===== config.mk =====
export PLATFORM = sky130hd
export DESIGN_NAME = cphs_seq
export DESIGN_NICKNAME = d
export VERILOG_FILES = /design/src/rtl/cphs_pkg.sv /design/src/rtl/cphs_int_pri.sv /design/src/rtl/cphs_addr_gen.sv /design/src/rtl/cphs_seq.sv
export SDC_FILE = /design/constraint.sdc
export NUM_CORES = 1
export LEC_CHECK = 0
export BUFFER_PORTS_ARGS = -buffer_cell sky130_fd_sc_hd__buf_2
export CORE_AREA = 2 2 128 130
export DETAILED_ROUTE_END_ITERATION = 10
export DIE_AREA = 0 0 130 132
export GPL_ROUTABILITY_DRIVEN = 0
export PLACE_DENSITY = 0.77
export SLEW_MARGIN = 20
export SYNTH_ARGS = -nofsm -noshare
export SYNTH_HDL_FRONTEND = slang
export SYNTH_SLANG_ARGS = --single-unit
export TNS_END_PERCENT = 1

===== constraint.sdc =====
create_clock -name clk -period 2.1 [get_ports clk]
set_input_delay 0.42 -clock clk [delete_from_list [all_inputs] [get_ports clk]]
set_output_delay 0.42 -clock clk [all_outputs]
set_load 0.05 [all_outputs]

===== src/rtl/cphs_pkg.sv =====
package cphs_pkg;
  localparam logic [2:0] OP_FROM  = 3'd0;
  localparam logic [2:0] OP_TO    = 3'd1;
  localparam logic [2:0] OP_DATA  = 3'd2;
  localparam logic [2:0] OP_LOAD  = 3'd3;
  localparam logic [2:0] OP_STORE = 3'd4;

  localparam logic [1:0] RSP_LAST = 2'd0;
  localparam logic [1:0] RSP_BUSY = 2'd1;
  localparam logic [1:0] RSP_CANT = 2'd2;
  localparam logic [1:0] RSP_INC  = 2'd3;

  localparam logic [2:0] PH_NONE  = 3'd0;
  localparam logic [2:0] PH_FIRST = 3'd1;
  localparam logic [2:0] PH_BUSY  = 3'd2;
  localparam logic [2:0] PH_INTR  = 3'd3;
  localparam logic [2:0] PH_DATA  = 3'd4;

  localparam logic [1:0] ST_OK    = 2'd0;
  localparam logic [1:0] ST_UNDEF = 2'd1;
  localparam logic [1:0] ST_ABORT = 2'd2;
  localparam logic [1:0] ST_INTR  = 2'd3;

  localparam logic [1:0] VEC_RESET = 2'd0;
  localparam logic [1:0] VEC_FAST  = 2'd1;
  localparam logic [1:0] VEC_NORM  = 2'd2;

  typedef enum logic [2:0] {
    S_IDLE, S_OFFER, S_WAIT, S_XFER, S_TAIL_C, S_TAIL_I, S_FIN
  } seq_state_e;
endpackage


===== src/rtl/cphs_int_pri.sv =====
module cphs_int_pri
  import cphs_pkg::*;
(
  input  logic       reset_req,
  input  logic       fiq_req,
  input  logic       irq_req,
  input  logic       f_mask,
  input  logic       i_mask,
  output logic       take,
  output logic [1:0] vec
);
  always_comb begin
    take = 1'b1;
    vec  = VEC_RESET;
    if (reset_req) begin
      vec = VEC_RESET;
    end else if (fiq_req && !f_mask) begin
      vec = VEC_FAST;
    end else if (irq_req && !i_mask) begin
      vec = VEC_NORM;
    end else begin
      take = 1'b0;
    end
  end
endmodule


===== src/rtl/cphs_addr_gen.sv =====
module cphs_addr_gen #(
  parameter int AW         = 32,
  parameter int LEGAL_BITS = 26,
  parameter int VEC_LIMIT  = 32,
  parameter int STEP       = 4
) (
  input  logic          clk,
  input  logic          rst,
  input  logic          load,
  input  logic [AW-1:0] start_addr,
  input  logic          step,
  output logic [AW-1:0] addr,
  output logic          start_exc,
  output logic          start_vec
);
  localparam logic [AW-1:0] STEP_V = AW'(STEP);
  localparam logic [AW-1:0] VEC_V  = AW'(VEC_LIMIT);

  generate
    if (LEGAL_BITS >= AW) begin : g_noexc
      assign start_exc = 1'b0;
    end else begin : g_exc
      assign start_exc = |start_addr[AW-1:LEGAL_BITS];
    end
  endgenerate

  assign start_vec = start_addr < VEC_V;

  always_ff @(posedge clk) begin
    if (rst) begin
      addr <= '0;
    end else if (load) begin
      addr <= start_addr;
    end else if (step) begin
      addr <= addr + STEP_V;
    end
  end
endmodule


===== src/rtl/cphs_seq.sv =====
module cphs_seq
  import cphs_pkg::*;
#(
  parameter int DW         = 32,
  parameter int AW         = 32,
  parameter int NCP        = 16,
  parameter int CPN_LSB    = 8,
  parameter int WB_BIT     = 21,
  parameter int LEGAL_BITS = 26,
  parameter int VEC_LIMIT  = 32
) (
  input  logic           clk,
  input  logic           rst,
  input  logic           start,
  input  logic [2:0]     op,
  input  logic [31:0]    instr,
  input  logic [AW-1:0]  base_addr,
  input  logic [DW-1:0]  src_data,
  input  logic [NCP-1:0] cp_allow,
  input  logic [1:0]     cp_resp,
  input  logic [DW-1:0]  cp_rdata,
  output logic [2:0]     cp_phase,
  output logic [DW-1:0]  cp_wdata,
  input  logic           reset_req,
  input  logic           fiq_req,
  input  logic           irq_req,
  input  logic           f_mask,
  input  logic           i_mask,
  output logic           mem_req,
  output logic           mem_we,
  output logic [AW-1:0]  mem_addr,
  output logic [DW-1:0]  mem_wdata,
  input  logic [DW-1:0]  mem_rdata,
  input  logic           mem_ready,
  output logic           busy,
  output logic           done,
  output logic [1:0]     status,
  output logic [1:0]     int_vec,
  output logic           base_wb,
  output logic [DW-1:0]  result,
  output logic           idle_cyc,
  output logic           cop_cyc
);
  localparam int CPN_W = $clog2(NCP);

  seq_state_e      state;
  logic [2:0]      op_q;
  logic            wb_q;
  logic [DW-1:0]   src_q;
  logic [1:0]      status_q;
  logic [1:0]      vec_q;
  logic            bwb_q;
  logic [DW-1:0]   result_q;

  logic            int_take;
  logic [1:0]      int_sel;
  logic            addr_load;
  logic            addr_step;
  logic            start_exc;
  logic            start_vec;
  logic [CPN_W-1:0] cpn;
  logic            is_ls;
  logic            accept;
  logic            take_start;

  cphs_int_pri u_pri (
    .reset_req (reset_req),
    .fiq_req   (fiq_req),
    .irq_req   (irq_req),
    .f_mask    (f_mask),
    .i_mask    (i_mask),
    .take      (int_take),
    .vec       (int_sel)
  );

  cphs_addr_gen #(
    .AW(AW), .LEGAL_BITS(LEGAL_BITS), .VEC_LIMIT(VEC_LIMIT), .STEP(4)
  ) u_addr (
    .clk        (clk),
    .rst        (rst),
    .load       (addr_load),
    .start_addr (base_addr),
    .step       (addr_step),
    .addr       (mem_addr),
    .start_exc  (start_exc),
    .start_vec  (start_vec)
  );

  assign cpn        = instr[CPN_LSB +: CPN_W];
  assign take_start = start && (state == S_IDLE);
  assign addr_load  = take_start;
  assign is_ls      = (op_q == OP_LOAD) || (op_q == OP_STORE);
  assign accept     = (cp_resp == RSP_LAST) || (cp_resp == RSP_INC);
  assign addr_step  = (state == S_XFER) && mem_ready && (cp_resp == RSP_INC);

  always_comb begin
    case (state)
      S_OFFER: cp_phase = PH_FIRST;
      S_WAIT:  cp_phase = int_take ? PH_INTR : PH_BUSY;
      S_XFER:  cp_phase = mem_ready ? PH_DATA : PH_NONE;
      default: cp_phase = PH_NONE;
    endcase
  end

  assign cp_wdata  = (state == S_XFER) ? mem_rdata : src_q;
  assign mem_req   = (state == S_XFER);
  assign mem_we    = (state == S_XFER) && (op_q == OP_STORE);
  assign mem_wdata = cp_rdata;
  assign busy      = (state != S_IDLE);
  assign done      = (state == S_FIN);
  assign status    = status_q;
  assign int_vec   = vec_q;
  assign base_wb   = bwb_q;
  assign result    = result_q;
  assign idle_cyc  = (state == S_WAIT) || (state == S_TAIL_I);
  assign cop_cyc   = (state == S_TAIL_C);

  always_ff @(posedge clk) begin
    if (rst) begin
      state    <= S_IDLE;
      op_q     <= OP_FROM;
      wb_q     <= 1'b0;
      src_q    <= '0;
      status_q <= ST_OK;
      vec_q    <= VEC_RESET;
      bwb_q    <= 1'b0;
      result_q <= '0;
    end else begin
      case (state)
        S_IDLE: begin
          if (start) begin
            op_q     <= op;
            wb_q     <= instr[WB_BIT];
            src_q    <= src_data;
            status_q <= ST_OK;
            bwb_q    <= 1'b0;
            if ((op > OP_STORE) || !cp_allow[cpn]) begin
              status_q <= ST_UNDEF;
              state    <= S_FIN;
            end else if (((op == OP_LOAD) || (op == OP_STORE)) &&
                         (start_exc || ((op == OP_STORE) && start_vec))) begin
              status_q <= ST_ABORT;
              state    <= S_FIN;
            end else begin
              state <= S_OFFER;
            end
          end
        end
        S_OFFER, S_WAIT: begin
          if ((state == S_WAIT) && int_take) begin
            status_q <= ST_INTR;
            vec_q    <= int_sel;
            state    <= S_FIN;
          end else if (cp_resp == RSP_BUSY) begin
            state <= S_WAIT;
          end else if (cp_resp == RSP_CANT) begin
            status_q <= is_ls ? ST_ABORT : ST_UNDEF;
            state    <= S_FIN;
          end else begin
            case (op_q)
              OP_FROM: begin
                result_q <= cp_rdata;
                state    <= S_TAIL_C;
              end
              OP_TO:   state <= S_TAIL_C;
              OP_DATA: state <= S_FIN;
              default: state <= S_XFER;
            endcase
          end
        end
        S_XFER: begin
          if (mem_ready && (cp_resp != RSP_INC)) begin
            bwb_q <= wb_q;
            state <= S_FIN;
          end
        end
        S_TAIL_C: state <= (op_q == OP_FROM) ? S_TAIL_I : S_FIN;
        S_TAIL_I: state <= S_FIN;
        default:  state <= S_IDLE;
      endcase
    end
  end

  AST_BUSY_IDLE: assert property (@(posedge clk) disable iff (rst)
    ((cp_phase == PH_FIRST || cp_phase == PH_BUSY) && cp_resp == RSP_BUSY)
      |=> (idle_cyc && cp_phase != PH_FIRST)) else $error("busy answer not followed by idle re-offer");
  AST_INTR_ENDS: assert property (@(posedge clk) disable iff (rst)
    (cp_phase == PH_INTR) |=> (done && status == ST_INTR)) else $error("interrupt phase did not end instruction");
  AST_ADDR_STEP: assert property (@(posedge clk) disable iff (rst)
    (mem_req && $past(cp_phase == PH_DATA && cp_resp == RSP_INC))
      |-> (mem_addr == $past(mem_addr) + AW'(4))) else $error("address not advanced by 4");
  AST_RESULT_HOLD: assert property (@(posedge clk) disable iff (rst)
    !$stable(result) |-> $past((cp_phase == PH_FIRST || cp_phase == PH_BUSY) && accept)) else $error("result changed without acceptance");
  AST_DENY_FAST: assert property (@(posedge clk) disable iff (rst)
    (start && !busy && !cp_allow[cpn]) |=> (done && status == ST_UNDEF)) else $error("denied start not trapped");
  AST_DONE_PULSE: assert property (@(posedge clk) disable iff (rst)
    done |=> !done) else $error("done longer than one cycle");
endmodule


==> impl_metrics.tcl <==
set metrics [dict create \
    clock-skew-final_ps 8.44 \
    vias 6055 \
    cts_tree "built" \
    clock_sinks 108 \
    reg2reg_from "u_addr.addr[6]$_SDFFE_PP0P_" \
    synthAdderAreaFrac_pct 0.874 \
    fillCellCount 1489 \
    clk_pin_slew_ps 70 \
    synth_edf_count 0 \
    maxSlewViolCount 0 \
    r2r_slack_ps 120 \
    setup_viol 32 \
    fp.dieArea_um2 17200 \
    p_per_area_nw_per_um2 1180 \
    synth_cell_types 63 \
    endpoint_kind "output pin" \
    status "finished, violations left" \
    synth.top_cell.area_share_pct 37.7 \
    switchingPower_mw 4.25 \
    crit_required_ps 1680 \
    pre_cts_slack_ps 5.95 \
    total_power_mw 9.39 \
    failed_checks "negative setup slack" \
    hold_path_depth 3 \
    drc 0 \
    core_area_um2 15700 \
    initial_core_util_pct 36.5 \
    drive_gt1_share_pct 43.4 \
    path_class "reg2out" \
    tightest_slew_ps 515 \
    hold_class "in2reg" \
    port_buffers 304 \
    synthXorXnorAreaFrac_pct 1.53 \
    grt_max_degree 77 \
    clock_path_buffers 2 \
    drtIter0Drc 304 \
    stdcell_area_um2 7970 \
    synthMuxAreaShare_pct 13.7 \
    final_nets 1147 \
    rr_endpoint "u_addr.addr[30]$_SDFFE_PP0P_" \
    finalHoldViolations 0 \
    dp_hpwl_um 13600 \
    min_from "src_data[1]" \
    placed_cells 1158 \
    place_area_um2 7400 \
    async_reset_ff_share_pct 0 \
    die_w_um 130 \
    p_comb_share_pct 50.2 \
    fmax_mhz 466 \
    p_seq_share_pct 29.6 \
    clock_power_share_pct 20.1 \
    syn_avg_cell_area_um2 8.41 \
    dr.pass1.iters 5 \
    routed_wl_um 18100 \
    worst_slack_ps -45.2 \
    syn2layout_area_growth_pct 39.0 \
    max-vdd-ir-drop_mv 0.582 \
    post_cts_buffers 0 \
    ios 332 \
    synth_compound_area_share_pct 15.4 \
    critPathLaunchType "register" \
    leakage_nw 3.51 \
    synth_area_um2 5730 \
    wl_per_cell_um 15.4 \
    htree_levels 3 \
    p_sw_share_pct 45.3 \
    crit_fanout 33 \
    synthSimpleGateAreaFrac_pct 22.0 \
    fin_cells 1174 \
    critPathArrivalTime_ps 1730 \
    yosysTopAreaCell "dfxtp_1" \
    cts_inserted_buffers 9 \
    cell_internal_pwr_mw 5.14 \
    max_cap_violations 0 \
    grt_pass1_vias 5660 \
    worstSkewPairLatency_ps 350 \
    seq_area_frac_synth_pct 37.7 \
    antenna_left 0 \
    synth_nets 875 \
    grt_pass1_wl_um 28000 \
    synth_top_family_by_area "simple AND/OR/NAND/NOR gates" \
    whs_endpoint "src_q[1]$_SDFFE_PP0P_" \
    rsz0062_at_grt "true" \
    die_h_um 132 \
    vias_per_cell 5.16 \
    holdWs_ps 305 \
    grt_overflow 0 \
    relSlewSlack_pct 65.2 \
    min_period_ps 2150 \
    rows 46 \
    ys.flop_type "dfxtp_1" \
    clock-root-buffer "clkbuf_16" \
    yosys_warnings 0 \
    fin_setup_tns_ps -572 \
    syn_inst 681 \
    reg2reg_depth 5 \
    antenna_found_initial 2 \
    track_usage_pct 20.4 \
    synthTopCellsByArea "dfxtp_1 (38%), nand2_1 (7.2%), mux2_2 (6.5%)" \
    finalCritPeriodShare_pct 102 \
    ys_ff_latch 108 \
    utilization_pct 50.7 \
]
per-layer routing:
metal  vias up  GRT usage [%]  part of all wire, %
li1       2954              -                    -
met1      2834           23.5                   40
met2       249           37.2                   51
met3        18           3.90                  7.9
met4         0           6.75                  1.4
met5         -              0                    0
power by group through the flow:
stage / combinational (mW) / clock [mW] / sequential (mW)
after floorplan: 2.53 / 0 / 3.60
after global placement: 4.43 / 0 / 2.80
after detailed placement: 4.48 / 0 / 2.81
after CTS: 4.70 / 1.94 / 2.78
after global routing: 5.02 / 2.00 / 2.83
final: 4.72 / 1.89 / 2.78
placed cells by master, fill, tap and decap left out, types with 8 or more instances in the layout:
cell type    n
mux2_2      33
buf_2      268
inv_1       11
o21ai_0     17
or3_1        8
dfxtp_1    105
nand3_1     11
a211oi_1     8
buf_4       34
nand2_1    108
clkbuf_16    9
a31oi_1     17
nor3_1       9
a21oi_1     59
o211ai_1    10
nor2_1      53
nor4_1       9
buf_6       32
mux2i_1     37
or4_1        8
cell usage after synthesis, drive strengths merged, types with 2 or more instances:
library cell / instances
a211oi: 9
a21oi: 59
a221oi: 2
a22oi: 6
a31oi: 17
and2: 6
and3: 5
and4: 4
buf: 55
clkbuf: 22
dfxtp: 108
ha: 4
inv: 11
mux2: 33
mux2i: 37
mux4: 2
nand2: 111
nand2b: 5
nand3: 12
nand4: 9
nand4b: 2
nor2: 53
nor2b: 4
nor3: 12
nor4: 12
o211ai: 10
o21a: 3
o21ai: 17
o311ai: 2
o31a: 2
o31ai: 2
or3: 9
or4: 8
xnor2: 7
xor2: 3
final cells by class:
class	count	area (um2)	share of cell area [%]
clock buffers	12	267	3.35
flip-flops and latches	108	2170	27.2
clock inverters	3	68.8	0.864
repair buffers	338	2040	25.6
inverters	11	41.3	0.518
well taps	216	270	3.39
multi-input cells	485	3110	39.1
diodes	1	2.50	0.0314
worst max-delay path: stages (launching register included):
cell	delay [ps]
dfxtp_4	370
and3b_2	220
buf_12	210
mux2_2	380
buf_4	190
how the worst max path moves through the flow:
stage          depth (start not counted)  slack, ps             startpoint                      endpoint
4_1_cts                                4        -60  state[0]$_SDFFE_PP0P_                  cp_wdata[14]
3_3_place_gp                           7         50             cp_resp[0]  u_addr.addr[15]$_SDFFE_PP0P_
5_1_grt                                4       -100  state[0]$_SDFFE_PP0P_                  cp_wdata[30]
3_5_place_dp                           7          6             cp_resp[0]  u_addr.addr[15]$_SDFFE_PP0P_
2_1_floorplan                          4       -190  state[0]$_SDFFE_PP0P_                   cp_phase[0]
6_report                               4        -50  state[0]$_SDFFE_PP0P_                  cp_wdata[30]
cells by family (layout without fill, tap and decap cells):
family	after synthesis	count (layout)
AOI/OAI and AO/OA	142	142
xor gates and xnor gates	10	10
buffers and inverters	88	364
muxes	72	72
and+or+nand+nor	257	257
other	0	1
DFF	108	108
adders and majority gates	4	4
flip-flops by register name, summed over array words and instances (netlist names):
register / cells
state: 3
op_q: 3
base_wb: 1
u_addr.addr: 32
result: 32
status: 2
int_vec: 2
wb_q: 1
src_q: 32
timing repair:
item / in CTS / in global routing
hold buffers: 0 / 0
cloned: 0 / 0
setup endpoints to repair: 34 / 38
resized for setup: 69 / 6
(Power assumes the default switching activity.)
